===== src/rtl/pinbank_pkg.sv =====
package pinbank_pkg;

    localparam int REG_ADDR_W = 2;

    typedef enum logic [REG_ADDR_W-1:0] {
        RA_LEVEL = 2'd0,
        RA_LATCH = 2'd1,
        RA_DIR   = 2'd2,
        RA_NONE  = 2'd3
    } reg_addr_e;

    typedef enum logic [1:0] {
        OWN_REG    = 2'd0,
        OWN_PERIPH = 2'd1,
        OWN_XBUS   = 2'd2
    } pin_owner_e;

endpackage


===== src/rtl/pinbank_sync.sv =====
module pinbank_sync #(
    parameter int W      = 8,
    parameter int STAGES = 2
) (
    input  logic         clk,
    input  logic         rst_n,
    input  logic [W-1:0] din,
    output logic [W-1:0] dout
);

    logic [W-1:0] stage_q [STAGES];

    always_ff @(posedge clk or negedge rst_n) begin
        if (!rst_n) begin
            stage_q[0] <= '0;
        end else begin
            stage_q[0] <= din;
        end
    end

    for (genvar s = 1; s < STAGES; s++) begin : g_stage
        always_ff @(posedge clk or negedge rst_n) begin
            if (!rst_n) begin
                stage_q[s] <= '0;
            end else begin
                stage_q[s] <= stage_q[s-1];
            end
        end
    end

    assign dout = stage_q[STAGES-1];

    // cycles since reset, saturating, for the delay check below
    logic [1:0] age_q;
    always_ff @(posedge clk or negedge rst_n) begin
        if (!rst_n) begin
            age_q <= 2'd0;
        end else if (age_q != 2'd3) begin
            age_q <= age_q + 2'd1;
        end
    end

    if (STAGES == 2) begin : g_chk2
        AST_SYNC_DELAY: assert property (@(posedge clk) disable iff (!rst_n)
            (age_q == 2'd3) |-> (dout == $past(din, 2)));
    end

endmodule


===== src/rtl/pinbank_regs.sv =====
module pinbank_regs
    import pinbank_pkg::*;
#(
    parameter int W = 8
) (
    input  logic                  clk,
    input  logic                  rst_n,
    input  logic                  wr_en,
    input  logic [REG_ADDR_W-1:0] addr,
    input  logic [W-1:0]          wdata,
    input  logic [W-1:0]          level,
    output logic [W-1:0]          rdata,
    output logic [W-1:0]          lat_q,
    output logic [W-1:0]          dir_q
);

    reg_addr_e sel;
    logic      hit_lat;
    logic      hit_dir;

    assign sel     = reg_addr_e'(addr);
    assign hit_lat = wr_en && (sel == RA_LEVEL || sel == RA_LATCH);
    assign hit_dir = wr_en && (sel == RA_DIR);

    always_ff @(posedge clk or negedge rst_n) begin
        if (!rst_n) begin
            lat_q <= '0;
        end else if (hit_lat) begin
            lat_q <= wdata;
        end
    end

    always_ff @(posedge clk or negedge rst_n) begin
        if (!rst_n) begin
            dir_q <= '1;
        end else if (hit_dir) begin
            dir_q <= wdata;
        end
    end

    always_comb begin
        unique case (sel)
            RA_LEVEL: rdata = level;
            RA_LATCH: rdata = lat_q;
            RA_DIR:   rdata = dir_q;
            default:  rdata = '0;
        endcase
    end

    AST_LAT_HOLD: assert property (@(posedge clk) disable iff (!rst_n)
        !(wr_en && (addr == 2'd0 || addr == 2'd1)) |=> $stable(lat_q));
    AST_LAT_WRITE: assert property (@(posedge clk) disable iff (!rst_n)
        (wr_en && addr == 2'd1) |=> (lat_q == $past(wdata)));
    AST_DIR_HOLD: assert property (@(posedge clk) disable iff (!rst_n)
        !(wr_en && addr == 2'd2) |=> $stable(dir_q));

endmodule


===== src/rtl/pinbank_mux.sv =====
module pinbank_mux
    import pinbank_pkg::*;
#(
    parameter int W        = 8,
    parameter int FREE_BIT = 5
) (
    input  logic [W-1:0] lat_q,
    input  logic [W-1:0] dir_q,
    input  logic [W-1:0] ovr_en,
    input  logic [W-1:0] ovr_dir,
    input  logic [W-1:0] ovr_out,
    input  logic         bus_en,
    input  logic [W-1:0] bus_oe,
    input  logic [W-1:0] bus_out,
    output logic [W-1:0] pin_oe,
    output logic [W-1:0] pin_out
);

    localparam logic [W-1:0] BUS_MASK = ~(W'(1) << FREE_BIT);

    for (genvar i = 0; i < W; i++) begin : g_pin
        pin_owner_e owner;

        always_comb begin
            if (bus_en && BUS_MASK[i]) begin
                owner = OWN_XBUS;
            end else if (ovr_en[i]) begin
                owner = OWN_PERIPH;
            end else begin
                owner = OWN_REG;
            end
        end

        always_comb begin
            unique case (owner)
                OWN_XBUS: begin
                    pin_oe[i]  = bus_oe[i];
                    pin_out[i] = bus_out[i];
                end
                OWN_PERIPH: begin
                    pin_oe[i]  = ~ovr_dir[i];
                    pin_out[i] = ovr_out[i];
                end
                default: begin
                    pin_oe[i]  = ~dir_q[i];
                    pin_out[i] = lat_q[i];
                end
            endcase
        end
    end

endmodule


===== src/rtl/pinbank_io.sv =====
module pinbank_io
    import pinbank_pkg::*;
#(
    parameter int PORT_W      = 8,
    parameter int FREE_BIT    = 5,
    parameter int SYNC_STAGES = 2
) (
    input  logic                  clk,
    input  logic                  rst_n,
    input  logic [REG_ADDR_W-1:0] reg_addr,
    input  logic                  reg_wr,
    input  logic [PORT_W-1:0]     reg_wdata,
    output logic [PORT_W-1:0]     reg_rdata,
    input  logic [PORT_W-1:0]     ovr_en,
    input  logic [PORT_W-1:0]     ovr_dir,
    input  logic [PORT_W-1:0]     ovr_out,
    input  logic                  xbus_en,
    input  logic [PORT_W-1:0]     xbus_oe,
    input  logic [PORT_W-1:0]     xbus_out,
    input  logic [PORT_W-1:0]     pad_in,
    output logic [PORT_W-1:0]     pad_out,
    output logic [PORT_W-1:0]     pad_oe
);

    localparam logic [PORT_W-1:0] BUS_PINS = ~(PORT_W'(1) << FREE_BIT);

    logic [PORT_W-1:0] level_s;
    logic [PORT_W-1:0] lat_q;
    logic [PORT_W-1:0] dir_q;

    pinbank_sync #(.W(PORT_W), .STAGES(SYNC_STAGES)) u_sync (
        .clk  (clk),
        .rst_n(rst_n),
        .din  (pad_in),
        .dout (level_s)
    );

    pinbank_regs #(.W(PORT_W)) u_regs (
        .clk  (clk),
        .rst_n(rst_n),
        .wr_en(reg_wr),
        .addr (reg_addr),
        .wdata(reg_wdata),
        .level(level_s),
        .rdata(reg_rdata),
        .lat_q(lat_q),
        .dir_q(dir_q)
    );

    pinbank_mux #(.W(PORT_W), .FREE_BIT(FREE_BIT)) u_mux (
        .lat_q  (lat_q),
        .dir_q  (dir_q),
        .ovr_en (ovr_en),
        .ovr_dir(ovr_dir),
        .ovr_out(ovr_out),
        .bus_en (xbus_en),
        .bus_oe (xbus_oe),
        .bus_out(xbus_out),
        .pin_oe (pad_oe),
        .pin_out(pad_out)
    );

    AST_REG_OWNS: assert property (@(posedge clk) disable iff (!rst_n)
        (!xbus_en && ovr_en == '0) |-> (pad_oe == ~dir_q && pad_out == lat_q));
    AST_PERIPH_OWNS: assert property (@(posedge clk) disable iff (!rst_n)
        !xbus_en |-> (((pad_oe ^ ~ovr_dir) & ovr_en) == '0));
    AST_BUS_OWNS: assert property (@(posedge clk) disable iff (!rst_n)
        xbus_en |-> ((((pad_oe ^ xbus_oe) | (pad_out ^ xbus_out)) & BUS_PINS) == '0));
    AST_FREE_PIN: assert property (@(posedge clk) disable iff (!rst_n)
        (xbus_en && !ovr_en[FREE_BIT]) |-> (pad_oe[FREE_BIT] == ~dir_q[FREE_BIT]));

endmodule


===== config.mk =====
export PLATFORM = sky130hd
export DESIGN_NAME = pinbank_io
export DESIGN_NICKNAME = d
export VERILOG_FILES = /design/src/rtl/pinbank_pkg.sv /design/src/rtl/pinbank_sync.sv /design/src/rtl/pinbank_regs.sv /design/src/rtl/pinbank_mux.sv /design/src/rtl/pinbank_io.sv
export SDC_FILE = /design/constraint.sdc
export NUM_CORES = 1
export LEC_CHECK = 0
export ABC_CLOCK_PERIOD_IN_PS = 820
export BUFFER_PORTS_ARGS = -buffer_cell sky130_fd_sc_hd__buf_2
export CELL_PAD_IN_SITES_DETAIL_PLACEMENT = 1
export CELL_PAD_IN_SITES_GLOBAL_PLACEMENT = 2
export CORE_MARGIN = 1
export CORE_UTILIZATION = 23
export CTS_CLUSTER_DIAMETER = 50
export DETAILED_ROUTE_END_ITERATION = 8
export GPL_TIMING_DRIVEN = 0
export HOLD_SLACK_MARGIN = 0.03
export PLACE_DENSITY_LB_ADDON = 0.08
export SYNTH_ARGS = -nofsm -noshare
export SYNTH_HDL_FRONTEND = slang
export SYNTH_SLANG_ARGS = --single-unit

===== constraint.sdc =====
create_clock -name clk -period 0.82 [get_ports clk]
set_input_delay 0.123 -clock clk [delete_from_list [all_inputs] [get_ports clk]]
set_output_delay 0.123 -clock clk [all_outputs]
set_load 0.1 [all_outputs]

After elaboration in Yosys (flattened, before gate mapping). Index checks and enable logic that the tools add are counted.

Flip-flop bits (word level): 32. Bits in latches: 0. Memory bits (writable): 0. Memory bits (read-only): 0. Bits of input ports: 62. Word-level logic and storage cells: 74. Memories kept: 0.

Add/subtract/negate cells: 0. Multipliers: 0. Div/mod/pow operators: 0. Order comparisons: 0. Equal/unequal tests: 18. Shift-type cells: 0. Muxes and demuxes: 32. Bitwise logic cells: 16. Reduce and logical (&&, ||, !) cells: 4.

Operators by type and width (count): 1-bit one-hot mux with 2 select lines (16); 8-bit one-hot mux with 3 select lines (1); 2-bit by 1-bit == test with 1-bit output (second input constant) (8); 2-bit == test (second input constant) (8); 1-bit inverter (16); 2-bit 2-to-1 mux (7); 1-bit 2-to-1 mux (8); 1-bit by 2-bit == test with 1-bit output (second input constant) (1); 1-bit logical AND (2); 2-bit logical NOT (1); 1-bit == test (second input constant) (1); 1-bit logical OR (1).

Longest topological paths before layout.
Depth in word-level cells: 4. Mapped depth: 4.

Cells and area by module. Synthesis repeated with hierarchy kept, for this count alone.

Cells, all modules: 126. Area, all modules: 1635.3 um^2.

Modules (own cells, without submodules): pinbank_regs (instances 1, cells an instance 55, area an instance 795.8 um^2); pinbank_sync (instances 1, cells an instance 24, area an instance 460.4 um^2); pinbank_mux (instances 1, cells an instance 47, area an instance 379.1 um^2).

Least setup slack after synthesis. No wires, ideal clock.

Path type: reg-to-output. Start point: register u_regs.dir_q[0]. End point: output port pad_oe[0]. Arrival: 2706 ps. Required time: 697 ps. Setup slack: -2009 ps. Stages on the path, launching flop included: 3. Buffers on the path: 0. Cell sequence: dfstp_2 mux2_2 o21ai_0.

Longest elaborated chain between the ends: 2.

RTL lines: from (decl) (RTL line pinbank_regs.sv:14) `output logic [W-1:0] dir_q`; from (signal assigned) (RTL line pinbank_regs.sv:37) `dir_q <= wdata;`; 1-bit inverter (RTL line pinbank_mux.sv:45) `pin_oe[i] = ~dir_q[i];`; 1-bit one-hot mux with 2 select lines (RTL line pinbank_mux.sv:35) `unique case (owner)`; to (decl) (RTL line pinbank_io.sv:22) `output logic [PORT_W-1:0] pad_oe`.

No other way between the ends.

Worst setup path in the final report.
Start point: register u_regs.dir_q[6]. End point: output port pad_oe[6].

Same word-level chain as after synthesis.

==> flow_summary_export.csv <==
group,metric,value,unit
worst_setup_path,critical_path_class,"flop to output port",
sta,rsz0062_at_grt,"yes",
sta,finalCriticalPeriod,1.44,ns
drt,routedWlPerCell,15.7,µm
worst_setup_path,reg2reg_depth,3,
global_route,grt_pass1_wl,7.16,mm
pwr,power.leakage,0.00142,µW
global_route,grt_use_met2,26.0,%
outcome,violations,"hold timing, setup timing",
global_route,grt_pass1_vias,1450,
cts,clkTransAtPathRegs,0.07,ns
die,io_pins,86,
pwr,combPwrFrac,47.2,%
worst_setup_path,worstPathArrival,1.32,ns
global_route,grt.met1_usage,17.4,%
cells_and_area,regArea,816,µm²
die,coreArea,6310,µm²
yosys,syn_inst,118,
sta,skew,0.00417,ns
cells_and_area,diodes,0,
global_route,antenna_found_initial,0,
yosys,ys_types,12,
pwr,p_clk_share,22.5,%
yosys,syn_nets,180,
job,drv_cap,0,
worst_setup_path,crit_fanout,3,
yosys,synth-seq-area-share,54.0,%
cts,clkLatencyLatePin,0.28,ns
placed_design,placed_cells,276,
cts,cts_root_buffer,"clkbuf_8",
cts,cts.sinks,32,
cells_and_area,fill_cells,639,
worst_setup_path,setup.worst_path.end,"pad_oe[6]",
die,rows,29,
worst_setup_path,cp-end-kind,"output port",
drt,drt_first_pass_iters,3,
yosys,synth-seq-cells,32,
cells_and_area,design_area,3230,µm²
sta,fin_crit_sh,176,%
pwr,internal_power,4100,µW
cts,htree_levels,2,
drt,drcViolationCount,0,
global_route,grt_use_met3,3.17,%
sta,slew_headroom,52.6,%
die,die_h,82.8,µm
cts,postCtsHoldBufs,8,
sta,worst_pin_slew,0.712,ns
worst_hold_path,min-delay-path-class,"input pin to async pin",
worst_setup_path,startpoint_type,"flop",
pwr,pwr-share-seq,30.3,%
cells_and_area,post_route_cells_drive_above_1_share,79.6,%
cts,cts_buffers,5,
cells_and_area,final_cells,303,
global_route,busiest_layer,"met2",
drt,avgViaCountPerCell,4.41,
die,die-area,6860,µm²
die,start_util,23.8,%
outcome,outcome,"complete, but fails checks",
worst_setup_path,r2r_start,"u_regs.lat_q[5]",
drt,routed_wl,4.75,mm
sta,max_clock_freq,0.695,GHz
worst_setup_path,reg2reg_to,"u_regs.lat_q[5]",
cells_and_area,multi_input_area,1160,µm²
global_route,grt_util_all_layers,14.6,%
cts,cts_tree,"built",
drt,postRouteAntennaNets,0,
cells_and_area,areaGrowthSynthToFinish,115,%
global_route,grt.overflow.total,0,
worst_setup_path,r2r_slack,-0.18,ns
yosys,yosysWarnings,0,
worst_setup_path,crit_start,"u_regs.dir_q[6]",
drt,first_iter_violations,18,
sta,finalSetupViolations,31,
pwr,power_density,2030,nW/µm²
yosys,synth_area,1500,µm²
die,dieWidth,82.8,µm
drt,vias,1335,
pwr,power.switching,2450,µW
sta,finalHoldViolations,24,
pwr,p_total,6560,µW
pwr,p_sw_share,37.4,%
placed_design,port_buffers,81,
sta,setup_ws,-0.619,ns
placed_design,gp_congestion,0.682,
placed_design,place_area,2460,µm²
cells_and_area,final_nets,287,
worst_setup_path,required,0.70,ns
cts,ctsLongestPathBuffers,2,
global_route,grt_max_degree,33,
sta,hold_ws,-0.108,ns
placed_design,dp_hpwl,3.47,mm
pwr,irDropWorstVdd,1.44,mV
sta,drv_slew,0,
yosys,syn_avg_cell_area,12.7,µm²
## per-layer routing
metal,part of all wire (%),vias to the layer above
li1,-,636
met1,41,645
met2,53,49
met3,5.1,5
met4,0.88,0
met5,0,-
## cell usage in the layout, fill, tap and decap left out
master	Yosys	routed
mux2i_2	0	8
dlygate4sd3_1	0	8
buf_12	0	26
nor2b_1	2	2
mux2_2	24	3
o21ai_4	0	14
clkbuf_8	0	5
buf_4	1	6
dfstp_2	8	8
mux2i_1	16	1
dfrtp_2	0	4
bufinv_16	0	1
mux2_4	0	21
dfrtp_1	24	20
clkbuf_2	0	1
buf_2	4	57
mux2i_4	0	7
clkbuf_16	0	1
clkinv_2	0	1
clkbuf_1	2	1
buf_6	0	8
nand3b_4	1	1
nand2_1	14	14
o2bb2ai_4	0	8
## stage by stage
| stage | setup WS, ns | utilization (%) | hold WS [ns] | setup TNS, ns |
|---|---|---|---|---|
| 2_1_floorplan | -0.496 | - | -0.173 | -10.38 |
| 3_3_place_gp | -0.717 | 39.0 | 0.210 | -18.16 |
| 3_5_place_dp | -0.738 | 39.0 | 0.214 | -19.08 |
| 4_1_cts | -0.617 | 50.5 | -0.0912 | -13.62 |
| 5_1_grt | -0.653 | 51.2 | -0.0634 | -14.68 |
| 6_report | -0.619 | 51.2 | -0.108 | -13.55 |
## registers in the layout (all words and copies together), names as in the netlist
signal	count
u_regs.lat_q	8
u_regs.dir_q	8
u_sync.stage_q	8
u_sync.dout	8
## power by group through the flow
| stage | sequential [µW] | clock, µW | combinational [µW] |
|---|---|---|---|
| after floorplan | 1970 | 0 | 1880 |
| final | 1990 | 1470 | 3100 |
| after global placement | 2010 | 0 | 2220 |
| after detailed placement | 2020 | 0 | 2250 |
| after global routing | 2010 | 1580 | 3220 |
| after CTS | 1980 | 1500 | 3060 |
## cells by family after synthesis
| logic type | synth area share, % |
|---|---|
| flip-flops | 54.0 |
| AND/OR/NAND/NOR | 5.67 |
| buffers and inverters | 2.33 |
| multiplexers | 28.7 |
| AO/OA/AOI/OAI | 9.33 |
## worst min-delay path by stage
stage / from / end / cells past startpoint / slack, ns
2_1_floorplan: rst_n / u_regs.lat_q[0] / 0 / -0.17
3_3_place_gp: rst_n / u_regs.lat_q[1] / 1 / 0.21
3_5_place_dp: rst_n / u_regs.lat_q[1] / 1 / 0.21
4_1_cts: rst_n / u_regs.lat_q[3] / 1 / -0.09
5_1_grt: rst_n / u_regs.lat_q[3] / 1 / -0.06
6_report: rst_n / u_regs.lat_q[3] / 1 / -0.11
## cells in the mapped netlist
| library cell | instances | area share, % |
|---|---|---|
| dfrtp_1 | 24 | 40 |
| nand3b_4 | 1 | 1.3 |
| o2bb2ai_1 | 8 | 4.7 |
| clkbuf_1 | 2 | 0.50 |
| mux2_2 | 24 | 18 |
| dfstp_2 | 8 | 14 |
| o21ai_0 | 14 | 4.7 |
| buf_4 | 1 | 0.50 |
| nor2b_1 | 2 | 0.83 |
| nand2_1 | 14 | 3.5 |
| buf_2 | 4 | 1.3 |
| mux2i_1 | 16 | 11 |
## area by class of cell
type	count	share of cell area, %
Multi-Input combinational cell	79	35.9
Timing Repair Buffer	100	29.9
Sequential cell	32	25.3
Tap cell	77	2.98
Buffer	7	2.59
Clock buffer	6	2.25
Clock inverter	2	1.08
## critical path, cell delays in order (launching register included)
cell and delay [ns]:
dfstp_2 0.38, mux2_4 0.30, o21ai_4 0.16, buf_12 0.19
## timing repair
action | in CTS | in global routing
pin swaps | 10 | 2
resized for setup | 120 | 5
setup buffers | 9 | 3
setup endpoints to repair | 40 | 30
hold endpoints to repair | 32 | 24
Note: power is estimated with default switching activity, not from simulation.
